File: config.mk
export PLATFORM = sky130hd
export DESIGN_NAME = mwin_cs_decode
export DESIGN_NICKNAME = d
export VERILOG_FILES = /design/src/rtl/mwin_cs_decode.sv
export SDC_FILE = /design/constraint.sdc
export NUM_CORES = 1
export LEC_CHECK = 0
export BUFFER_PORTS_ARGS = -buffer_cell sky130_fd_sc_hd__buf_2
export CAP_MARGIN = 5
export CORE_MARGIN = 8
export CORE_UTILIZATION = 50
export CTS_CLUSTER_DIAMETER = 40
export CTS_CLUSTER_SIZE = 30
export DETAILED_ROUTE_END_ITERATION = 10
export PLACE_DENSITY_LB_ADDON = 0.3
export SLEW_MARGIN = 15
export SYNTH_ARGS = -nofsm -noshare
export SYNTH_HDL_FRONTEND = slang
export SYNTH_SLANG_ARGS = --single-unit
File: constraint.sdc
create_clock -name clk -period 3.8 [get_ports clk]
set_clock_uncertainty 0.05 [all_clocks]
set_input_delay 0.76 -clock clk [delete_from_list [all_inputs] [get_ports clk]]
set_output_delay 0.76 -clock clk [all_outputs]
set_load 0.01 [all_outputs]
File: src/rtl/mwin_cs_decode.sv
module mwin_cs_decode #(
  parameter int ADDR_W  = 32,
  parameter int DEV_AW  = 28,
  parameter int CS_N    = 8,
  parameter int CODE_W  = 4,
  parameter int BASE_W  = 14,
  parameter int PACK_W  = 21,
  parameter int CODE_HI = 13
) (
  input  logic              clk,
  input  logic              rst_n,
  input  logic              req_valid,
  input  logic [ADDR_W-1:0] addr,
  input  logic [CODE_W-1:0] size_code,
  input  logic              ext_mode,
  input  logic              mixed,
  output logic [DEV_AW-1:0] dev_addr,
  output logic [CS_N-1:0]   cs,
  output logic              periph
);
  localparam int WIN_W = $clog2(ADDR_W);
  localparam int SEL_W = $clog2(CS_N);

  logic             small_code;
  logic [WIN_W-1:0] win;
  logic [SEL_W-1:0] fld;
  logic [SEL_W-1:0] sel;
  logic [ADDR_W-1:0] mask;
  logic             periph_nx;

  assign small_code = (size_code == '0) || (size_code > CODE_W'(CODE_HI));

  always_comb begin
    if (!ext_mode)       win = WIN_W'(PACK_W);
    else if (small_code) win = WIN_W'(BASE_W);
    else                 win = WIN_W'(BASE_W) + WIN_W'(size_code);
  end

  assign fld  = SEL_W'(addr >> win);
  assign mask = (ADDR_W'(1) << win) - ADDR_W'(1);

  always_comb begin
    if (ext_mode && small_code) sel = '0;
    else if (ext_mode && mixed) sel = fld;
    else                        sel = {1'b0, fld[SEL_W-2:0]};
  end

  assign periph_nx = ext_mode && mixed && !sel[SEL_W-1];

  always_ff @(posedge clk) begin
    if (!rst_n || !req_valid) begin
      cs       <= '0;
      dev_addr <= '0;
      periph   <= 1'b0;
    end else begin
      cs       <= CS_N'(1) << sel;
      dev_addr <= DEV_AW'(addr & mask);
      periph   <= periph_nx;
    end
  end

  p_onehot_r9: assert property (@(posedge clk) disable iff (!rst_n)
    $onehot0(cs));

  p_idle_zero_r7: assert property (@(posedge clk) disable iff (!rst_n)
    !req_valid |=> (cs == '0 && dev_addr == '0 && !periph));

  p_pack_low_r1: assert property (@(posedge clk) disable iff (!rst_n)
    (req_valid && !ext_mode) |=> (cs[CS_N-1:CS_N/2] == '0 && !periph));

  p_ssd_low_r3: assert property (@(posedge clk) disable iff (!rst_n)
    (req_valid && ext_mode && !mixed) |=> (cs[CS_N-1:CS_N/2] == '0 && !periph));

  p_small_first_r6: assert property (@(posedge clk) disable iff (!rst_n)
    (req_valid && ext_mode && small_code) |=> (cs[CS_N-1:1] == '0));

  p_periph_side_r4: assert property (@(posedge clk) disable iff (!rst_n)
    periph |-> (cs[CS_N/2-1:0] != '0));

  p_valid_sel_r8: assert property (@(posedge clk) disable iff (!rst_n)
    req_valid |=> $onehot(cs));
endmodule

==> results of run 1 <==
==> state kept, by name, indices dropped and copies added (netlist names) <==
name,count
cs,8
periph,1
dev_addr,28
==> worst max-delay path: cells and delay by family <==
| family | cells | cell delay (ps) |
|---|---|---|
| AND/OR/NAND/NOR | 6 | 1960 |
| adder cells (fa/ha/maj) | 1 | 390 |
| buffers and inverters | 2 | 280 |
==> area by class of cell <==
| type | instances | share of cell area [%] |
|---|---|---|
| flip-flops and latches | 37 | 26.2 |
| inverters | 6 | 0.798 |
| well taps | 52 | 2.30 |
| multi-input cells | 217 | 50.4 |
| repair buffers | 86 | 16.0 |
| clock buffers | 6 | 2.92 |
| clock inverters | 2 | 1.33 |
==> synth_stat cells (3+ instances only) <==
| master | n |
|---|---|
| dfxtp_1 | 37 |
| nand2_1 | 25 |
| and3_1 | 18 |
| o22ai_1 | 18 |
| nor3_1 | 14 |
| nor2_1 | 12 |
| a21oi_1 | 11 |
| nand3_1 | 11 |
| o21ai_0 | 10 |
| and2_1 | 8 |
| nor3b_1 | 7 |
| buf_2 | 6 |
| clkbuf_1 | 6 |
| o211a_1 | 6 |
| inv_1 | 5 |
| o221ai_1 | 5 |
| a211oi_1 | 4 |
| mux2_2 | 4 |
| mux2i_1 | 4 |
| nor2b_1 | 4 |
| or3_1 | 4 |
| a31oi_1 | 3 |
| nor4_1 | 3 |
| o211ai_1 | 3 |
==> power groups by stage <==
| stage | logic (mW) | registers (mW) | clock network, mW |
|---|---|---|---|
| after floorplan | 0.143 | 0.418 | 0 |
| after global placement | 0.244 | 0.411 | 0 |
| after detailed placement | 0.242 | 0.411 | 0 |
| after CTS | 0.243 | 0.402 | 0.360 |
| after global routing | 0.268 | 0.403 | 0.376 |
| final | 0.250 | 0.402 | 0.360 |
==> layer usage <==
metal / up-vias / track usage (%) / share of wire [%] / wire (µm)
met5: - / 0 / 0 / 0
met4: 0 / 8.47 / 2.0 / 163
met3: 16 / 6.35 / 9.7 / 786
met2: 149 / 32.8 / 45 / 3630
met1: 1219 / 29.4 / 43 / 3510
li1: 1215 / - / - / -
==> cells by family (layout without fill, tap and decap cells) <==
group,count (synthesis),in the layout,synth area share (%)
fa+ha+maj,2,2,1.11
mux,8,8,3.79
simple gates,116,116,28.0
flops,37,37,33.0
xor+xnor,4,4,1.56
other cells,1,2,0.167
buf+inv,19,100,3.84
compound gates,85,85,28.6
==> per-stage QoR <==
stage	cell area (µm²)	power, mW	setup WS (ps)	utilization (%)
2_1_floorplan	2250	0.561	625	-
3_3_place_gp	2700	0.655	381	62.1
3_5_place_dp	2700	0.653	323	62.1
4_1_cts	2820	1.01	614	64.9
5_1_grt	2820	1.05	436	64.9
6_report	2820	1.01	543	64.9
==> how the worst max path moves through the flow <==
stage	startpoint	to	slack, ps	depth (start not counted)
6_report	size_code[2]	cs[6]$_SDFF_PP0_	540	9
5_1_grt	size_code[2]	cs[6]$_SDFF_PP0_	440	9
3_3_place_gp	size_code[2]	cs[6]$_SDFF_PP0_	380	9
2_1_floorplan	size_code[1]	cs[0]$_SDFF_PP0_	620	10
3_5_place_dp	size_code[2]	cs[6]$_SDFF_PP0_	320	9
4_1_cts	size_code[2]	cs[6]$_SDFF_PP0_	610	9
==> flow_metrics.env, run 1 <==
export IMPL_final_antenna_net_count=0
export IMPL_antenna_found_initial=0
export IMPL_grt_first_pass_wirelength_um=12700
export IMPL_drive_above_1_share_pct=30.8
export IMPL_yosysSeqAreaShare_pct=33.0
export IMPL_diodes=0
export IMPL_cts_resized=0
export IMPL_grt_max_degree=23
export IMPL_viasPerCell=6.40
export IMPL_arrival_ps=3400
export IMPL_grt_pass1_vias=2428
export IMPL_postCtsSetupBuffers=0
export IMPL_cts_clk_slew_worst_paths_ps=80
export IMPL_first_pass_iters=5
export IMPL_comb_power_share_pct=24.7
export IMPL_nets=396
export IMPL_status="finished clean"
export IMPL_leakage_nw=1.32
export IMPL_yosysWarnings=0
export IMPL_dp_cells=398
export IMPL_grt_util_all_layers_pct=22.1
export IMPL_synth_seq_cells=37
export IMPL_p_seq_share_pct=39.7
export IMPL_synth_area_um2=2250
export IMPL_ys_types=59
export IMPL_synthCells=272
export IMPL_internal_power_mw=0.711
export IMPL_yosys_area_top_type_share_pct=33.0
export IMPL_fp_row_count=24
export IMPL_hpwl_um=6310
export IMPL_max_cap_violations=0
export IMPL_clk_root_buffer_cell="clkbuf_8"
export IMPL_path_cells="buf_2 -> inv_1 -> ha_1 -> nand2_1 -> or3_1 -> nor3_1 -> nor4bb_1 -> or4_1 -> nor4_1"
export IMPL_cp_slowest_cell="or4_1"
export IMPL_dieArea_um2=6890
export IMPL_cts_tree="built"
export IMPL_start_kind="input pin"
export IMPL_routed_wl_um=8090
export IMPL_synth_largest_area_cell="dfxtp_1"
export IMPL_cts_buffers=5
export IMPL_worstHoldPathCells=2
export IMPL_yosys_most_used_dff="dfxtp_1"
export IMPL_hold_slack_ps=652
export IMPL_hold_path_endpoint="dev_addr[11]$_SDFF_PP0_"
export IMPL_avgSynthCellArea_um2=8.26
export IMPL_tns_ps=0
export IMPL_synth_edf_count=0
export IMPL_slew_viol_final=0
export IMPL_power_density_nw_per_um2=358
export IMPL_slew_headroom_pct=44.3
export IMPL_rsz0062_at_grt="false"
export IMPL_final_hold_violation_count=0
export IMPL_globalRoute_totalOverflow=0
export IMPL_swShare_pct=29.8
export IMPL_net_switching_power_mw=0.302
export IMPL_port_buffer_count=77
export IMPL_clk_path_buf_depth=2
export IMPL_layout_common_cells="buf_2, dfxtp_1, nand2_1, and3_1, o22ai_1"
export IMPL_ctsHoldBuffers=0
export IMPL_ir_worst_vdd_v=0.000231
export IMPL_core_um2=4350
export IMPL_wl_per_cell_um=19.9
export IMPL_syn_to_final_growth_pct=25.7
export IMPL_cp_end_kind="flip-flop"
export IMPL_max_freq_mhz=307
export IMPL_n_fill_cell=393
export IMPL_die_w_um=83.0
export IMPL_final_common_cell="buf_2"
export IMPL_fin_cells=406
export IMPL_start_util_pct=51.6
export IMPL_worst_path_largest_cell_delay_ps=620
export IMPL_num_io_pins=78
export IMPL_die_h_um=83.0
export IMPL_p_clk_share_pct=35.6
export IMPL_tightestPinTransition_ps=826
export IMPL_min_from="addr[11]"
export IMPL_multiInputGateArea_um2=1420
export IMPL_numClockSinks=37
export IMPL_drc_errors=0
export IMPL_crit_type="input pin to flip-flop"
export IMPL_setup_violations=0
export IMPL_h_tree_depth=2
export IMPL_num_vias=2599
export IMPL_post_route_period_util_pct=85.7
export IMPL_post_route_min_period_ps=3260
export IMPL_synth_async_reset_ratio_pct=0
export IMPL_place_congestion=0.986
export IMPL_yosys_top_cells_area="dfxtp_1, and3_1, o22ai_1, nand2_1, nor3_1"
export IMPL_drt_iter0_markers=365
export IMPL_regArea_um2=741
export IMPL_hold_class="input pin to flip-flop"
export IMPL_cp_required_ps=3950
export IMPL_path_max_fanout=11
(Power assumes the default switching activity.)
==> run 2, diff against run 1 <==
--- a/config.mk
+++ b/config.mk
@@ -13,6 +13,7 @@
 export CTS_CLUSTER_SIZE = 30
 export DETAILED_ROUTE_END_ITERATION = 10
 export PLACE_DENSITY_LB_ADDON = 0.3
+export REMOVE_ABC_BUFFERS = 1
 export SLEW_MARGIN = 15
 export SYNTH_ARGS = -nofsm -noshare
 export SYNTH_HDL_FRONTEND = slang
==> run 2 against run 1 <==
Effect of this change:
- core utilization down 0.60 points
- maximum frequency down 2.3%
- critical path depth unchanged
- wire length up 4.6%
- critical path type unchanged
- largest cell class unchanged
- largest power group unchanged
==> flow_metrics.env, run 2 (synthesis results as in run 1) <==
export IMPL_drive_above_1_share_pct=29.9
export IMPL_cts_clk_slew_worst_paths_ps=80
export IMPL_max_cap_violations=0
export IMPL_path_max_fanout=14
export IMPL_grt_first_pass_wirelength_um=13100
export IMPL_layout_common_cells="buf_2, dfxtp_1, nand2_1, and3_1, o22ai_1"
export IMPL_path_cells="buf_2 -> inv_1 -> ha_1 -> nand2_1 -> or3_1 -> nor3_1 -> nor4bb_1 -> or4_1 -> nor4_1"
export IMPL_core_um2=4350
export IMPL_wl_per_cell_um=21.0
export IMPL_fp_row_count=24
export IMPL_cts_buffers=5
export IMPL_tightestPinTransition_ps=805
export IMPL_final_hold_violation_count=0
export IMPL_num_io_pins=78
export IMPL_ctsHoldBuffers=0
export IMPL_cp_end_kind="flip-flop"
export IMPL_largest_register_ffs=28
export IMPL_num_vias=2638
export IMPL_post_route_period_util_pct=87.7
export IMPL_start_util_pct=51.6
export IMPL_power_density_nw_per_um2=360
export IMPL_rsz0062_at_grt="false"
export IMPL_critPathTopFamily="simple AND/OR/NAND/NOR gates"
export IMPL_drc_errors=0
export IMPL_first_pass_iters=5
export IMPL_slew_headroom_pct=45.7
export IMPL_crit_type="input pin to flip-flop"
export IMPL_dieArea_um2=6890
export IMPL_clk_root_buffer_cell="clkbuf_8"
export IMPL_start_kind="input pin"
export IMPL_die_h_um=83.0
export IMPL_worst_path_largest_cell_delay_ps=630
export IMPL_nets=393
export IMPL_tns_ps=0
export IMPL_cp_num_buf_inv=2
export IMPL_syn_to_final_growth_pct=24.6
export IMPL_globalRoute_totalOverflow=0
export IMPL_hold_class="input pin to flip-flop"
export IMPL_postCtsSetupBuffers=0
export IMPL_grt_util_all_layers_pct=23.0
export IMPL_place_congestion=1.01
export IMPL_max_freq_mhz=300
export IMPL_routed_wl_um=8470
export IMPL_numClockSinks=37
export IMPL_regMostFlops="dev_addr"
export IMPL_port_buffer_count=77
export IMPL_cp_required_ps=3960
export IMPL_grt_max_degree=19
export IMPL_die_w_um=83.0
export IMPL_final_common_cell="buf_2"
export IMPL_arrival_ps=3490
export IMPL_top_regs="dev_addr (28), cs (8), periph (1)"
export IMPL_grt_pass1_vias=2495
export IMPL_viasPerCell=6.55
export IMPL_cp_slowest_cell="or4_1"
export IMPL_status="finished clean"
export IMPL_antenna_found_initial=0
export IMPL_diodes=0
export IMPL_hold_slack_ps=663
export IMPL_slew_viol_final=0
export IMPL_post_route_min_period_ps=3330
export IMPL_cts_tree="built"
export IMPL_drt_iter0_markers=253
export IMPL_ir_worst_vdd_v=0.000178
export IMPL_hpwl_um=6530
export IMPL_clk_path_buf_depth=2
export IMPL_h_tree_depth=2
export IMPL_leakage_nw=1.30
export IMPL_setup_violations=0
export IMPL_cts_resized=0
export IMPL_final_antenna_net_count=0
[run 2: cell count changes in the layout (fill, tap and decap cells not counted), sizes merged]
cell | before | now
clkinvlp | 1 | 0
buf | 86 | 83
clkbuf | 6 | 7
[run 2: through the flow]
step | setup WS [ps] | area (µm²) | instances | power (mW) | utilization (%)
after floorplan | 360 | 2190 | 260 | 0.549 | -
after global placement | 338 | 2680 | 395 | 0.651 | 61.6
after detailed placement | 217 | 2680 | 395 | 0.652 | 61.6
after CTS | 489 | 2800 | 403 | 1.00 | 64.3
after global routing | 300 | 2800 | 403 | 1.04 | 64.3
final | 467 | 2800 | 403 | 1.01 | 64.3
[run 2: power breakdown]
group	internal (mW)	total (mW)	switching (mW)
sequential	0.399	0.402	0.00244
clock	0.214	0.355	0.141
combinational	0.0939	0.250	0.156
[run 2: cell type report]
class,instances,area [µm²]
Clock inverter,1,30.0
Inverter,6,22.5
Sequential cell,37,741
Clock buffer,7,86.3
Fill cell,409,1560
Tap cell,52,65.1
Timing Repair Buffer,83,430
Multi-Input combinational cell,217,1420
[run 2: worst paths after layout]
kind,from,endpoint,slack [ps],cells after the start
max,size_code[1],cs[6]$_SDFF_PP0_,470,9
min,addr[17],dev_addr[17]$_SDFF_PP0_,660,2
[run 2: per-layer routing]
| layer | routed length, µm | global-route usage, % | up-vias |
|---|---|---|---|
| met5 | 0 | 0 | - |
| met3 | 854 | 6.35 | 23 |
| li1 | - | - | 1202 |
| met2 | 3890 | 36.1 | 170 |
| met1 | 3530 | 28.8 | 1243 |
| met4 | 197 | 9.11 | 0 |
==> run 3, diff against run 2 <==
--- a/config.mk
+++ b/config.mk
@@ -12,6 +12,8 @@
 export CTS_CLUSTER_DIAMETER = 40
 export CTS_CLUSTER_SIZE = 30
 export DETAILED_ROUTE_END_ITERATION = 10
+export GPL_ROUTABILITY_DRIVEN = 0
+export GPL_TIMING_DRIVEN = 0
 export PLACE_DENSITY_LB_ADDON = 0.3
 export REMOVE_ABC_BUFFERS = 1
 export SLEW_MARGIN = 15
==> run 3 against run 2 <==
Effect of this change:
- worst hold slack improved by 5.3 ps
- wire length fell by 12%
- via count fell by 2.0%
- cell area fell by 2.2%
- first-iteration DRC count rose by 34%
- worst setup slack got worse by 210 ps
- critical path depth did not move
- combinational power fell by 4%
- power fell by 9.6%
- critical path type unchanged
- largest power group unchanged
==> flow_metrics.env, run 3 (synthesis results as in run 1) <==
export IMPL_status="finished clean"
export IMPL_hold_path_endpoint="dev_addr[11]$_SDFF_PP0_"
export IMPL_cts_buffers=5
export IMPL_cp_required_ps=3930
export IMPL_path_cells="buf_2 -> inv_1 -> ha_1 -> nand2_1 -> or3_1 -> nor3_1 -> nor4bb_1 -> or4_1 -> nor4_1"
export IMPL_grt_util_all_layers_pct=20.2
export IMPL_layout_common_cells="buf_2, dfxtp_1, nand2_1, and3_1, o22ai_1"
export IMPL_min_from="addr[11]"
export IMPL_cp_end_kind="flip-flop"
export IMPL_place_ws_ps=80.8
export IMPL_grt_pass1_vias=2352
export IMPL_drive_above_1_share_pct=29.0
export IMPL_post_route_min_period_ps=3540
export IMPL_setup_violations=0
export IMPL_final_hold_violation_count=0
export IMPL_drt_iter0_markers=340
export IMPL_path_max_fanout=14
export IMPL_num_vias=2585
export IMPL_diodes=0
export IMPL_start_util_pct=51.6
export IMPL_clk_root_buffer_cell="clkbuf_8"
export IMPL_hpwl_um=5670
export IMPL_clk_path_buf_depth=2
export IMPL_routed_wl_um=7480
export IMPL_fp_row_count=24
export IMPL_leakage_nw=1.27
export IMPL_die_w_um=83.0
export IMPL_viasPerCell=6.51
export IMPL_hold_slack_ps=669
export IMPL_swShare_pct=30.3
export IMPL_syn_to_final_growth_pct=21.8
export IMPL_max_cap_violations=0
export IMPL_final_common_cell="buf_2"
export IMPL_worstSetupPathDepth=9
export IMPL_cts_tree="built"
export IMPL_drc_errors=0
export IMPL_grt_first_pass_wirelength_um=11800
export IMPL_arrival_ps=3670
export IMPL_crit_type="input pin to flip-flop"
export IMPL_power_density_nw_per_um2=332
export IMPL_globalRoute_totalOverflow=0
export IMPL_first_pass_iters=5
export IMPL_worst_path_largest_cell_delay_ps=640
export IMPL_internal_power_mw=0.634
export IMPL_slew_viol_final=0
export IMPL_cts_clk_slew_worst_paths_ps=70
export IMPL_cp_slowest_cell="or4_1"
export IMPL_h_tree_depth=2
export IMPL_comb_power_share_pct=26.3
export IMPL_post_route_util_pct=62.8
export IMPL_largest_register_ffs=28
export IMPL_max_freq_mhz=282
export IMPL_final_antenna_net_count=0
export IMPL_die_h_um=83.0
export IMPL_post_route_period_util_pct=93.2
export IMPL_cts_resized=0
export IMPL_wl_per_cell_um=18.8
export IMPL_p_clk_share_pct=29.5
export IMPL_hold_class="input pin to flip-flop"
export IMPL_antenna_found_initial=0
export IMPL_ir_worst_vdd_v=0.000117
export IMPL_cp_num_buf_inv=2
export IMPL_grt_max_degree=23
export IMPL_tightestPinTransition_ps=910
export IMPL_worstHoldPathCells=2
export IMPL_num_io_pins=78
export IMPL_setup_ws_ps=258
export IMPL_start_kind="input pin"
export IMPL_critPathTopFamily="simple AND/OR/NAND/NOR gates"
export IMPL_postCtsSetupBuffers=0
export IMPL_net_switching_power_mw=0.276
export IMPL_slew_headroom_pct=38.7
export IMPL_p_seq_share_pct=44.2
export IMPL_port_buffer_count=77
export IMPL_numClockSinks=37
export IMPL_power_mw=0.909
export IMPL_top_regs="dev_addr (28), cs (8), periph (1)"
export IMPL_core_um2=4350
export IMPL_regMostFlops="dev_addr"
export IMPL_rsz0062_at_grt="false"
export IMPL_nets=388
export IMPL_tns_ps=0
export IMPL_dieArea_um2=6890
export IMPL_ctsHoldBuffers=0
run 3: area by class of cell:
| cell class | instances | area [µm²] |
|---|---|---|
| well taps | 52 | 65.1 |
| flip-flops and latches | 37 | 741 |
| clock buffers | 7 | 86.3 |
| fillers | 399 | 1620 |
| multi-input cells | 217 | 1430 |
| repair buffers | 78 | 393 |
| inverters | 6 | 22.5 |
run 3: worst max-delay path by stage:
stage                       from               end  slack, ps
floorplan           size_code[1]  cs[0]$_SDFF_PP0_        360
global placement    size_code[1]  cs[6]$_SDFF_PP0_       -860
detailed placement  size_code[1]  cs[6]$_SDFF_PP0_         80
CTS                 size_code[1]  cs[6]$_SDFF_PP0_        350
global route        size_code[1]  cs[6]$_SDFF_PP0_        160
finish              size_code[1]  cs[6]$_SDFF_PP0_        260
run 3: power groups by stage:
stage                     clock (mW)  combinational (mW)  sequential, mW
after floorplan                    0               0.131           0.418
after global routing           0.287               0.254           0.403
after detailed placement           0               0.230           0.411
after CTS                      0.275               0.231           0.402
after global placement             0               0.225           0.410
final                          0.268               0.239           0.402
run 3: metrics by stage:
stage	area, µm²	cells
after floorplan	2190	260
after global placement	2640	389
after detailed placement	2650	390
after CTS	2740	397
after global routing	2740	397
final	2740	397
run 3: layer usage:
| metal | share of wire (%) | up-vias | GRT usage (%) | wire length [µm] |
|---|---|---|---|---|
| li1 | - | 1191 | - | - |
| met1 | 39 | 1188 | 24.5 | 2910 |
| met2 | 47 | 182 | 33.7 | 3540 |
| met3 | 11 | 24 | 4.59 | 825 |
| met4 | 2.7 | 0 | 7.67 | 203 |
| met5 | 0 | - | 0 | 0 |
